===== src/rtl/isq_pkg.sv =====
package isq_pkg;
  // Upper-nibble value carried by the tail word of a double-word instruction
  localparam logic [3:0] TAIL_TAG = 4'hF;
endpackage


===== src/rtl/isq_reset_sync.sv =====
module isq_reset_sync (
  input  logic clk,
  input  logic rst_n,
  output logic rst_sync_n
);
  logic stage_q;
  logic out_q;

  always_ff @(posedge clk or negedge rst_n) begin
    if (!rst_n) begin
      stage_q <= 1'b0;
      out_q   <= 1'b0;
    end else begin
      stage_q <= 1'b1;
      out_q   <= stage_q;
    end
  end

  assign rst_sync_n = out_q;
endmodule


===== src/rtl/isq_phase_gen.sv =====
module isq_phase_gen #(
  parameter int CYC_LEN = 4,
  parameter int PH_W    = 2
) (
  input  logic            clk,
  input  logic            rst_n,
  output logic [PH_W-1:0] phase,
  output logic            strobe
);
  localparam logic [PH_W-1:0] PH_LAST = PH_W'(CYC_LEN - 1);
  localparam logic [PH_W-1:0] PH_ONE  = PH_W'(1);

  logic [PH_W-1:0] phase_q;
  logic [PH_W-1:0] phase_d;

  always_comb begin
    if (phase_q == PH_LAST) phase_d = '0;
    else                    phase_d = phase_q + PH_ONE;
  end

  always_ff @(posedge clk or negedge rst_n) begin
    if (!rst_n) phase_q <= '0;
    else        phase_q <= phase_d;
  end

  assign phase  = phase_q;
  assign strobe = (phase_q == PH_LAST);
endmodule


===== src/rtl/isq_dword_match.sv =====
module isq_dword_match #(
  parameter int                     IW     = 16,
  parameter int                     NUM_DW = 3,
  parameter logic [NUM_DW*IW-1:0]   MATCH  = '0,
  parameter logic [NUM_DW*IW-1:0]   MASK   = '0
) (
  input  logic [IW-1:0] word,
  output logic          is_first,
  output logic          is_tail
);
  logic [NUM_DW-1:0] hit;

  for (genvar g = 0; g < NUM_DW; g++) begin : g_class
    assign hit[g] = ((word & MASK[g*IW +: IW]) == MATCH[g*IW +: IW]);
  end

  assign is_tail  = (word[IW-1 -: 4] == isq_pkg::TAIL_TAG);
  assign is_first = (|hit) && !is_tail;
endmodule


===== src/rtl/isq_issue_seq.sv =====
module isq_issue_seq #(
  parameter int                   PC_W     = 8,
  parameter int                   IW       = 16,
  parameter int                   NUM_DW   = 3,
  parameter int                   CYC_LEN  = 4,
  parameter logic [NUM_DW*IW-1:0] DW_MATCH = {16'hEF00, 16'hEC00, 16'hC000},
  parameter logic [NUM_DW*IW-1:0] DW_MASK  = {16'hFF00, 16'hFE00, 16'hF000},
  localparam int                  PH_W     = (CYC_LEN > 1) ? $clog2(CYC_LEN) : 1,
  localparam int                  XW       = 2 * IW
) (
  input  logic            clk,
  input  logic            rst_n,
  output logic [PC_W-1:0] fetch_pc,
  input  logic [IW-1:0]   pm_data,
  input  logic            br_taken,
  input  logic [PC_W-1:0] br_target,
  output logic [PH_W-1:0] cyc_phase,
  output logic            cyc_strobe,
  output logic [XW-1:0]   issue_word,
  output logic            issue_valid,
  output logic            issue_nop,
  output logic            issue_dword,
  output logic            need_second
);
  localparam logic [PC_W-1:0] PC_ONE = PC_W'(1);

  logic rst_s_n;
  logic strobe;
  logic is_first;
  logic is_tail;

  logic [PC_W-1:0] pc_q,    pc_d;
  logic [IW-1:0]   held_q,  held_d;
  logic            gath_q,  gath_d;
  logic [XW-1:0]   word_q,  word_d;
  logic            vld_q,   vld_d;
  logic            nop_q,   nop_d;
  logic            dw_q,    dw_d;
  logic            redirect_ok;

  isq_reset_sync u_rst (
    .clk        (clk),
    .rst_n      (rst_n),
    .rst_sync_n (rst_s_n)
  );

  isq_phase_gen #(
    .CYC_LEN (CYC_LEN),
    .PH_W    (PH_W)
  ) u_phase (
    .clk    (clk),
    .rst_n  (rst_s_n),
    .phase  (cyc_phase),
    .strobe (strobe)
  );

  isq_dword_match #(
    .IW     (IW),
    .NUM_DW (NUM_DW),
    .MATCH  (DW_MATCH),
    .MASK   (DW_MASK)
  ) u_match (
    .word     (pm_data),
    .is_first (is_first),
    .is_tail  (is_tail)
  );

  // A redirect belongs to the real instruction currently on the outputs
  assign redirect_ok = br_taken && vld_q && !nop_q;

  always_comb begin
    pc_d   = pc_q;
    held_d = held_q;
    gath_d = gath_q;
    word_d = word_q;
    vld_d  = vld_q;
    nop_d  = nop_q;
    dw_d   = dw_q;
    if (redirect_ok) begin
      pc_d   = br_target;
      gath_d = 1'b0;
      word_d = '0;
      vld_d  = 1'b1;
      nop_d  = 1'b1;
      dw_d   = 1'b0;
    end else if (gath_q) begin
      pc_d   = pc_q + PC_ONE;
      gath_d = 1'b0;
      word_d = {held_q, pm_data};
      vld_d  = 1'b1;
      nop_d  = 1'b0;
      dw_d   = 1'b1;
    end else if (is_tail) begin
      pc_d   = pc_q + PC_ONE;
      word_d = {pm_data, {IW{1'b0}}};
      vld_d  = 1'b1;
      nop_d  = 1'b1;
      dw_d   = 1'b0;
    end else if (is_first) begin
      pc_d   = pc_q + PC_ONE;
      held_d = pm_data;
      gath_d = 1'b1;
      word_d = '0;
      vld_d  = 1'b0;
      nop_d  = 1'b0;
      dw_d   = 1'b0;
    end else begin
      pc_d   = pc_q + PC_ONE;
      word_d = {pm_data, {IW{1'b0}}};
      vld_d  = 1'b1;
      nop_d  = 1'b0;
      dw_d   = 1'b0;
    end
  end

  always_ff @(posedge clk or negedge rst_s_n) begin
    if (!rst_s_n) begin
      pc_q   <= '0;
      held_q <= '0;
      gath_q <= 1'b0;
      word_q <= '0;
      vld_q  <= 1'b0;
      nop_q  <= 1'b0;
      dw_q   <= 1'b0;
    end else if (strobe) begin
      pc_q   <= pc_d;
      held_q <= held_d;
      gath_q <= gath_d;
      word_q <= word_d;
      vld_q  <= vld_d;
      nop_q  <= nop_d;
      dw_q   <= dw_d;
    end
  end

  assign fetch_pc    = pc_q;
  assign cyc_strobe  = strobe;
  assign issue_word  = word_q;
  assign issue_valid = vld_q;
  assign issue_nop   = nop_q;
  assign issue_dword = dw_q;
  assign need_second = gath_q;
endmodule


===== config.mk =====
export PLATFORM = sky130hd
export DESIGN_NAME = isq_issue_seq
export DESIGN_NICKNAME = d
export VERILOG_FILES = /design/src/rtl/isq_pkg.sv /design/src/rtl/isq_reset_sync.sv /design/src/rtl/isq_phase_gen.sv /design/src/rtl/isq_dword_match.sv /design/src/rtl/isq_issue_seq.sv
export SDC_FILE = /design/constraint.sdc
export NUM_CORES = 1
export LEC_CHECK = 0
export BUFFER_PORTS_ARGS = -buffer_cell sky130_fd_sc_hd__buf_2
export CAP_MARGIN = 5
export CORE_MARGIN = 4
export CORE_UTILIZATION = 54
export CTS_CLUSTER_SIZE = 8
export DETAILED_ROUTE_END_ITERATION = 16
export PLACE_DENSITY = 0.79
export SYNTH_ARGS = -nofsm -noshare
export SYNTH_HDL_FRONTEND = slang
export SYNTH_SLANG_ARGS = --single-unit

===== constraint.sdc =====
create_clock -name clk -period 2.81 [get_ports clk]
set_input_delay 0.4215 -clock clk [delete_from_list [all_inputs] [get_ports clk]]
set_output_delay 0.4215 -clock clk [all_outputs]
set_load 0.02 [all_outputs]

==> flow_summary.json, run 1 <==
{
  "ys_seq_area_share_pct": 59.12,
  "final_layout_size_suffix_gt1_share_pct": 37.20,
  "boundaryPins": 74,
  "synth_top_area_share_pct": 59.12,
  "drtIter0Drc": 205,
  "clkSlewWorstSetupHoldPaths_ns": 0.07,
  "vias": 2056,
  "critical_path_buf_inv_count": 0,
  "p_sw_share_pct": 29.81,
  "synth_seq_cells": 64,
  "dp_hpwl_microns": 4113,
  "pwr-share-seq_pct": 52.4,
  "critical-path-top-delay-family": "compound AO/OA/AOI/OAI gates",
  "powerDensity_nw_per_um2": 651.8,
  "numClockSinks": 64,
  "tightest_slew_ns": 0.8944,
  "setup_viol": 0,
  "crit_path_end_kind": "flip-flop",
  "grt_pass1_vias": 2010,
  "power.switching_uw": 637.3,
  "grt_max_degree": 36,
  "numPortBuffers": 73,
  "pwr-share-clk_pct": 29.3,
  "cp_max_fo": 17,
  "synth.area.top_cells": "dfrtp_1 (59%), a22o_1 (5.2%), a221o_1 (4.8%), nor2b_1 (3.0%), mux2_2 (2.9%)",
  "cts_hold_buf": 1,
  "regToRegSetupSlack_ns": 0.79,
  "synth.most_common_cell": "dfrtp_1",
  "cts_buffers": 9,
  "routed_wl_microns": 6125,
  "fin_area_sq_um": 3281,
  "p_total_mw": 2.138,
  "ctsResizeCount": 0,
  "dp.cells": 345,
  "period_minus_slack_ns": 2.017,
  "ys_async_sr_fraction_pct": 100.0,
  "fin_cells": 360,
  "grt-ovfl-total": 0,
  "clock_path_buffers": 2,
  "viasPerCell": 5.711,
  "cpPeakStageDelay_ns": 0.73,
  "cp_cell_sequence": "nand3b_2 > nand2_1 > a211oi_2 > a221o_1",
  "rows": 25,
  "combPwrFrac_pct": 18.4,
  "leakage_nw": 1.709,
  "required_ns": 3.08,
  "intPower_mw": 1.501,
  "ys.flop_type": "dfrtp_1",
  "rr_startpoint": "issue_nop$_DFFE_PN0P_",
  "track_usage_pct": 21.80,
  "die_x_microns": 78.83,
  "netlist_area_sq_um": 2709,
  "synth_warnings": 0,
  "grt_pass1_wl_microns": 10340,
  "avgSynthCellArea_sq_um": 12.66,
  "criticalPathCategory": "flip-flop to flip-flop",
  "postSynthCellCount": 214,
  "antenna_found_initial": 0,
  "area_growth_pct": 21.11,
  "start_util_pct": 56.60,
  "fin_crit_sh_pct": 71.76,
  "synth_nets": 243,
  "h-tree-depth": 3,
  "reg2reg_depth": 4,
  "die_h_microns": 78.83,
  "postRouteAntennaNets": 0,
  "fin_skew_ns": 0.008590,
  "relSlewSlack_pct": 40.26,
  "synth-edff-count": 0,
  "yosysUniqueCellTypes": 45,
  "dieArea_sq_um": 6213,
  "max_freq_ghz": 0.4959,
  "num_antenna_cells": 0,
  "crit_path_start_kind": "flip-flop",
  "hold_viol": 0,
  "cp_data_arrival_time_ns": 2.28,
  "crit_slowest_cell": "a211oi_2",
  "wl_per_cell_microns": 17.01,
  "gp_congestion": 0.7822,
  "finalSetupTns_ns": 0,
  "dr.pass1.iters": 5,
  "max-cap-violations": 0,
  "clk_latency_ns": 0.34,
  "ys_top_cells_by_count": "dfrtp_1 (64), a22o_1 (16), a21oi_1 (13), a221o_1 (13), nor2b_1 (13)",
  "irDropWorstVdd_mv": 0.3611,
  "yosys.area.top_type": "dfrtp_1",
  "core_sq_um": 4786,
  "rsz0062_at_grt": "no",
  "cts_setup_buffers": 0,
  "final_max_slew_viol_count": 0,
  "fin_nets": 319,
  "tritoncts": "done",
  "outcome": "complete, no violations",
  "regToRegEndpoint": "issue_word[27]$_DFFE_PN0P_",
  "ctsRootBufferMaster": "clkbuf_8",
  "drc": 0,
  "place_area_sq_um": 3126,
  "hold_class": "flip-flop to async pin"
}
==> routing by layer <==
layer  GRT usage [%]  wire length (microns)  vias to the layer above  share of wire [%]
li1                -                      -                      948                  -
met1           32.12                   2895                     1019                 47
met2           29.97                   2754                       79                 45
met3           6.576                    377                       10                6.2
met4           9.107                     98                        0                1.6
met5               0                      0                        -                  0
==> final cells by class <==
type / count / area (sq um)
Clock buffer: 12 / 135.1
Clock inverter: 2 / 10.01
Fill cell: 365 / 1505
Inverter: 2 / 7.507
Multi-Input combinational cell: 134 / 1028
Sequential cell: 64 / 1603
Tap cell: 67 / 83.83
Timing Repair Buffer: 79 / 412.9
==> power by group through the flow <==
stage / Clock (mW) / Combinational, mW / Sequential [mW]
floorplan: 0 / 0.166 / 1.21
global placement: 0 / 0.383 / 1.13
detailed placement: 0 / 0.396 / 1.13
CTS: 0.638 / 0.396 / 1.12
global route: 0.685 / 0.430 / 1.14
finish: 0.626 / 0.393 / 1.12
==> worst max-delay path by stage <==
stage,from,to,cells past startpoint
after global routing,issue_nop$_DFFE_PN0P_,issue_word[24]$_DFFE_PN0P_,4
final,issue_nop$_DFFE_PN0P_,issue_word[27]$_DFFE_PN0P_,4
after detailed placement,br_taken,issue_word[27]$_DFFE_PN0P_,5
after global placement,br_taken,issue_word[22]$_DFFE_PN0P_,5
after CTS,issue_nop$_DFFE_PN0P_,issue_word[24]$_DFFE_PN0P_,4
after floorplan,u_phase.phase[0]$_DFF_PN0_,held_q[10]$_DFFE_PN0P_,7
==> cell usage in the layout (no fill, tap or decap), types with 2 or more instances in the layout <==
| master | Yosys | layout |
|---|---|---|
| a21o_1 | 3 | 3 |
| a21oi_1 | 13 | 13 |
| a221o_1 | 13 | 13 |
| a221oi_1 | 2 | 2 |
| a22o_1 | 16 | 16 |
| and3b_1 | 2 | 2 |
| buf_2 | 1 | 73 |
| buf_4 | 0 | 5 |
| clkbuf_1 | 10 | 3 |
| clkbuf_8 | 0 | 9 |
| clkinv_2 | 0 | 2 |
| dfrtp_1 | 64 | 63 |
| ha_1 | 2 | 2 |
| mux2_2 | 7 | 7 |
| mux2_4 | 5 | 5 |
| mux2i_1 | 2 | 2 |
| nand2_1 | 8 | 8 |
| nand2b_1 | 2 | 2 |
| nand3_1 | 4 | 4 |
| nor2_1 | 8 | 7 |
| nor2b_1 | 13 | 13 |
| nor3_1 | 2 | 2 |
| o211ai_1 | 2 | 2 |
| o21a_1 | 3 | 3 |
| o21ai_0 | 7 | 7 |
| o22a_1 | 2 | 2 |
| o22ai_1 | 2 | 2 |
==> cell families (layout without fill, tap and decap cells) <==
kind of cell | Yosys count | after routing | synth area share [%]
AND/OR/NAND/NOR | 48 | 48 | 10.44
adder cells (fa/ha/maj) | 2 | 2 | 0.9236
buffers and inverters | 16 | 95 | 3.002
flip-flops | 64 | 64 | 59.12
multiplexers | 14 | 14 | 6.420
AO/OA/AOI/OAI | 69 | 69 | 19.95
other | 1 | 1 | 0.1384
==> worst reg2reg max path: stages, from the launching register on <==
cell,delay [ns]
dfrtp_1,0.40
nand3b_2,0.33
nand2_1,0.20
a211oi_2,0.74
a221o_1,0.28
==> metrics by stage <==
step           setup WS, ns  hold WS [ns]  utilization, %
2_1_floorplan        0.8816        0.1259               -
3_3_place_gp         0.7219        0.2065           65.31
3_5_place_dp         0.7063        0.2084           65.31
4_1_cts              0.7898        0.3241           68.55
5_1_grt              0.5956        0.3292           68.55
6_report             0.7934        0.3217           68.55
==> sequential cells by signal, summed over array words and instances (netlist names) <==
signal / flops
fetch_pc: 8
issue_dword: 1
need_second: 1
issue_word: 32
held_q: 16
u_phase.phase: 2
issue_valid: 1
u_rst.stage_q: 1
u_rst.rst_sync_n: 1
issue_nop: 1
Note: power is estimated with default switching activity, not from simulation.
==> inputs of run 2 (changes only) <==
--- a/config.mk
+++ b/config.mk
@@ -5,13 +5,14 @@
 export SDC_FILE = /design/constraint.sdc
 export NUM_CORES = 1
 export LEC_CHECK = 0
+export ABC_AREA = 1
 export BUFFER_PORTS_ARGS = -buffer_cell sky130_fd_sc_hd__buf_2
 export CAP_MARGIN = 5
 export CORE_MARGIN = 4
-export CORE_UTILIZATION = 54
+export CORE_UTILIZATION = 47
 export CTS_CLUSTER_SIZE = 8
 export DETAILED_ROUTE_END_ITERATION = 16
-export PLACE_DENSITY = 0.79
+export PLACE_DENSITY = 0.72
 export SYNTH_ARGS = -nofsm -noshare
 export SYNTH_HDL_FRONTEND = slang
 export SYNTH_SLANG_ARGS = --single-unit
==> constraint.sdc (replaced) <==
create_clock -name clk -period 1.85 [get_ports clk]
set_input_delay 0.2775 -clock clk [delete_from_list [all_inputs] [get_ports clk]]
set_output_delay 0.2775 -clock clk [all_outputs]
set_load 0.02 [all_outputs]
==> run 2 against run 1 <==
Effect of this change:
- clock-buffer cell count is 2 higher
- register-to-register slack worse by 0.52 ns
- wire length is 7.8% higher
- sequential cell count stayed put
- setup slack worse by 0.61 ns
==> flow_summary.json, run 2 <==
{
  "final_max_slew_viol_count": 0,
  "clkSlewWorstSetupHoldPaths_ns": 0.07,
  "rsz0062_at_grt": "no",
  "fill_cells": 574,
  "fin_crit_sh_pct": 89.98,
  "ctsRootBufferMaster": "clkbuf_8",
  "hold_viol": 0,
  "dp_hpwl_microns": 4555,
  "netlist_area_sq_um": 2845,
  "setup_viol": 0,
  "start_util_pct": 48.34,
  "synth_warnings": 0,
  "max_freq_ghz": 0.6007,
  "final_cell_mix": "nand2_1 (145), buf_2 (73), dfrtp_1 (63)",
  "required_ns": 1.57,
  "reg2reg_depth": 6,
  "yosys.area.top_type": "dfrtp_1",
  "synth_top_area_share_pct": 56.29,
  "area_growth_pct": 24.98,
  "grt_max_degree": 63,
  "cp_max_fo": 11,
  "routed_wl_microns": 6603,
  "cts_setup_buffers": 0,
  "dr.pass1.iters": 4,
  "dp.cells": 480,
  "track_usage_pct": 18.74,
  "synth_nets": 364,
  "synth.area.top_cells": "dfrtp_1 (56%), nand2_1 (19%), inv_1 (4.1%), o21ai_0 (3.9%), a22o_1 (3.7%)",
  "postRouteAntennaNets": 0,
  "hold_class": "input pin to flip-flop",
  "postSynthCellCount": 335,
  "grt_pass1_vias": 2356,
  "boundaryPins": 74,
  "ys.flop_type": "dfrtp_1",
  "multiInputGateArea_sq_um": 1050,
  "vias": 2465,
  "fin_cells": 497,
  "leakage_nw": 2.040,
  "irDropWorstVdd_mv": 0.5236,
  "crit_path_end_kind": "output port",
  "synth_seq_cells": 64,
  "h-tree-depth": 3,
  "die_h_microns": 85.81,
  "die_x_microns": 85.81,
  "avgSynthCellArea_sq_um": 8.493,
  "grt-ovfl-total": 0,
  "clk_latency_ns": 0.34,
  "final_layout_size_suffix_gt1_share_pct": 26.54,
  "max-cap-violations": 0,
  "criticalPathCategory": "flip-flop to output port",
  "hold_depth": 3,
  "period_minus_slack_ns": 1.665,
  "wl_per_cell_microns": 13.29,
  "yosysUniqueCellTypes": 28,
  "final_common_cell": "nand2_1",
  "largest_register_ff_count": 32,
  "gp_congestion": 0.7998,
  "dieArea_sq_um": 7363,
  "utilization_pct": 60.42,
  "synth-edff-count": 0,
  "fin_nets": 446,
  "cp_data_arrival_time_ns": 1.39,
  "grt_pass1_wl_microns": 10830,
  "cts_buffers": 9,
  "register_area_sq_um": 1603,
  "ys_seq_area_share_pct": 56.29,
  "drc": 0,
  "ys_top_cells_by_count": "nand2_1 (145), dfrtp_1 (64), inv_1 (31)",
  "antenna_found_initial": 0,
  "fin_skew_ns": 0.006637,
  "numClockSinks": 64,
  "clock_path_buffers": 2,
  "numPortBuffers": 73,
  "outcome": "complete, no violations",
  "viasPerCell": 4.960,
  "powerDensity_nw_per_um2": 1018,
  "tritoncts": "done",
  "num_antenna_cells": 0,
  "ys_async_sr_fraction_pct": 100.0,
  "crit_path_start_kind": "flip-flop",
  "rows": 28,
  "core_sq_um": 5886,
  "synth.most_common_cell": "nand2_1",
  "drtIter0Drc": 121,
  "finalSetupTns_ns": 0
}
run 2: power breakdown:
| part | switching [mW] | internal [mW] |
|---|---|---|
| logic | 0.413 | 0.238 |
| registers | 0.123 | 1.56 |
| clock network | 0.521 | 0.768 |
run 2: final cells by class:
cell class | count | share of cell area (%)
Clock buffer | 14 | 5.137
Clock inverter | 2 | 0.9852
Tap cell | 75 | 2.639
Sequential cell | 64 | 45.07
Multi-Input combinational cell | 226 | 29.52
Timing Repair Buffer | 83 | 13.16
Inverter | 33 | 3.483
run 2: stage by stage:
stage	power (mW)	hold WS (ns)	instance area, sq um	setup WS [ns]
detailed placement	2.364	0.06491	3326	0.1796
CTS	3.657	0.1604	3553	0.07141
global route	3.814	0.1807	3556	0.1015
global placement	2.343	0.06204	3326	0.2336
finish	3.620	0.1684	3556	0.1854
floorplan	2.122	-0.01809	2846	0.1956
run 2: repair_timing:
item,CTS,global route
endpoints found under the setup margin,0,2
gates resized for setup,0,1
endpoints found under the hold margin,2,0
hold buffers,1,0
run 2: logic make-up (layout without fill, tap and decap cells):
group / Yosys count / in the layout / share of synthesized area (%)
other cells: 1 / 1 / 0.1318
flops: 64 / 64 / 56.29
fa+ha+maj: 2 / 2 / 0.8794
buf+inv: 45 / 132 / 6.903
simple gates: 177 / 177 / 25.59
compound gates: 46 / 46 / 10.20
run 2: worst paths after layout:
path	startpoint	end	slack (ns)
max	u_phase.phase[0]$_DFF_PN0_	cyc_strobe	0.19
min	pm_data[6]	issue_word[22]$_DFFE_PN0P_	0.17
max reg2reg	u_phase.phase[0]$_DFF_PN0_	held_q[6]$_DFFE_PN0P_	0.27
min reg2reg	u_rst.rst_sync_n$_DFF_PN0_	held_q[14]$_DFFE_PN0P_	0.27
max in group asynchronous	u_rst.rst_sync_n$_DFF_PN0_	fetch_pc[1]$_DFFE_PN0P_	1.32
min in group asynchronous	rst_n	u_rst.stage_q$_DFF_PN0_	0.25
run 2: worst max-delay path, cell delays in order, from the launching register on:
cell     delay (ns)
dfrtp_1        0.37
ha_2           0.29
buf_4          0.21
buf_2          0.18
run 2: per-layer routing:
| layer | vias up | wire length, microns | GRT usage [%] |
|---|---|---|---|
| met3 | 6 | 434 | 4.227 |
| li1 | 1214 | - | - |
| met2 | 63 | 3126 | 29.31 |
| met4 | 0 | 57 | 7.770 |
| met5 | - | 0 | 0 |
| met1 | 1182 | 2984 | 25.31 |
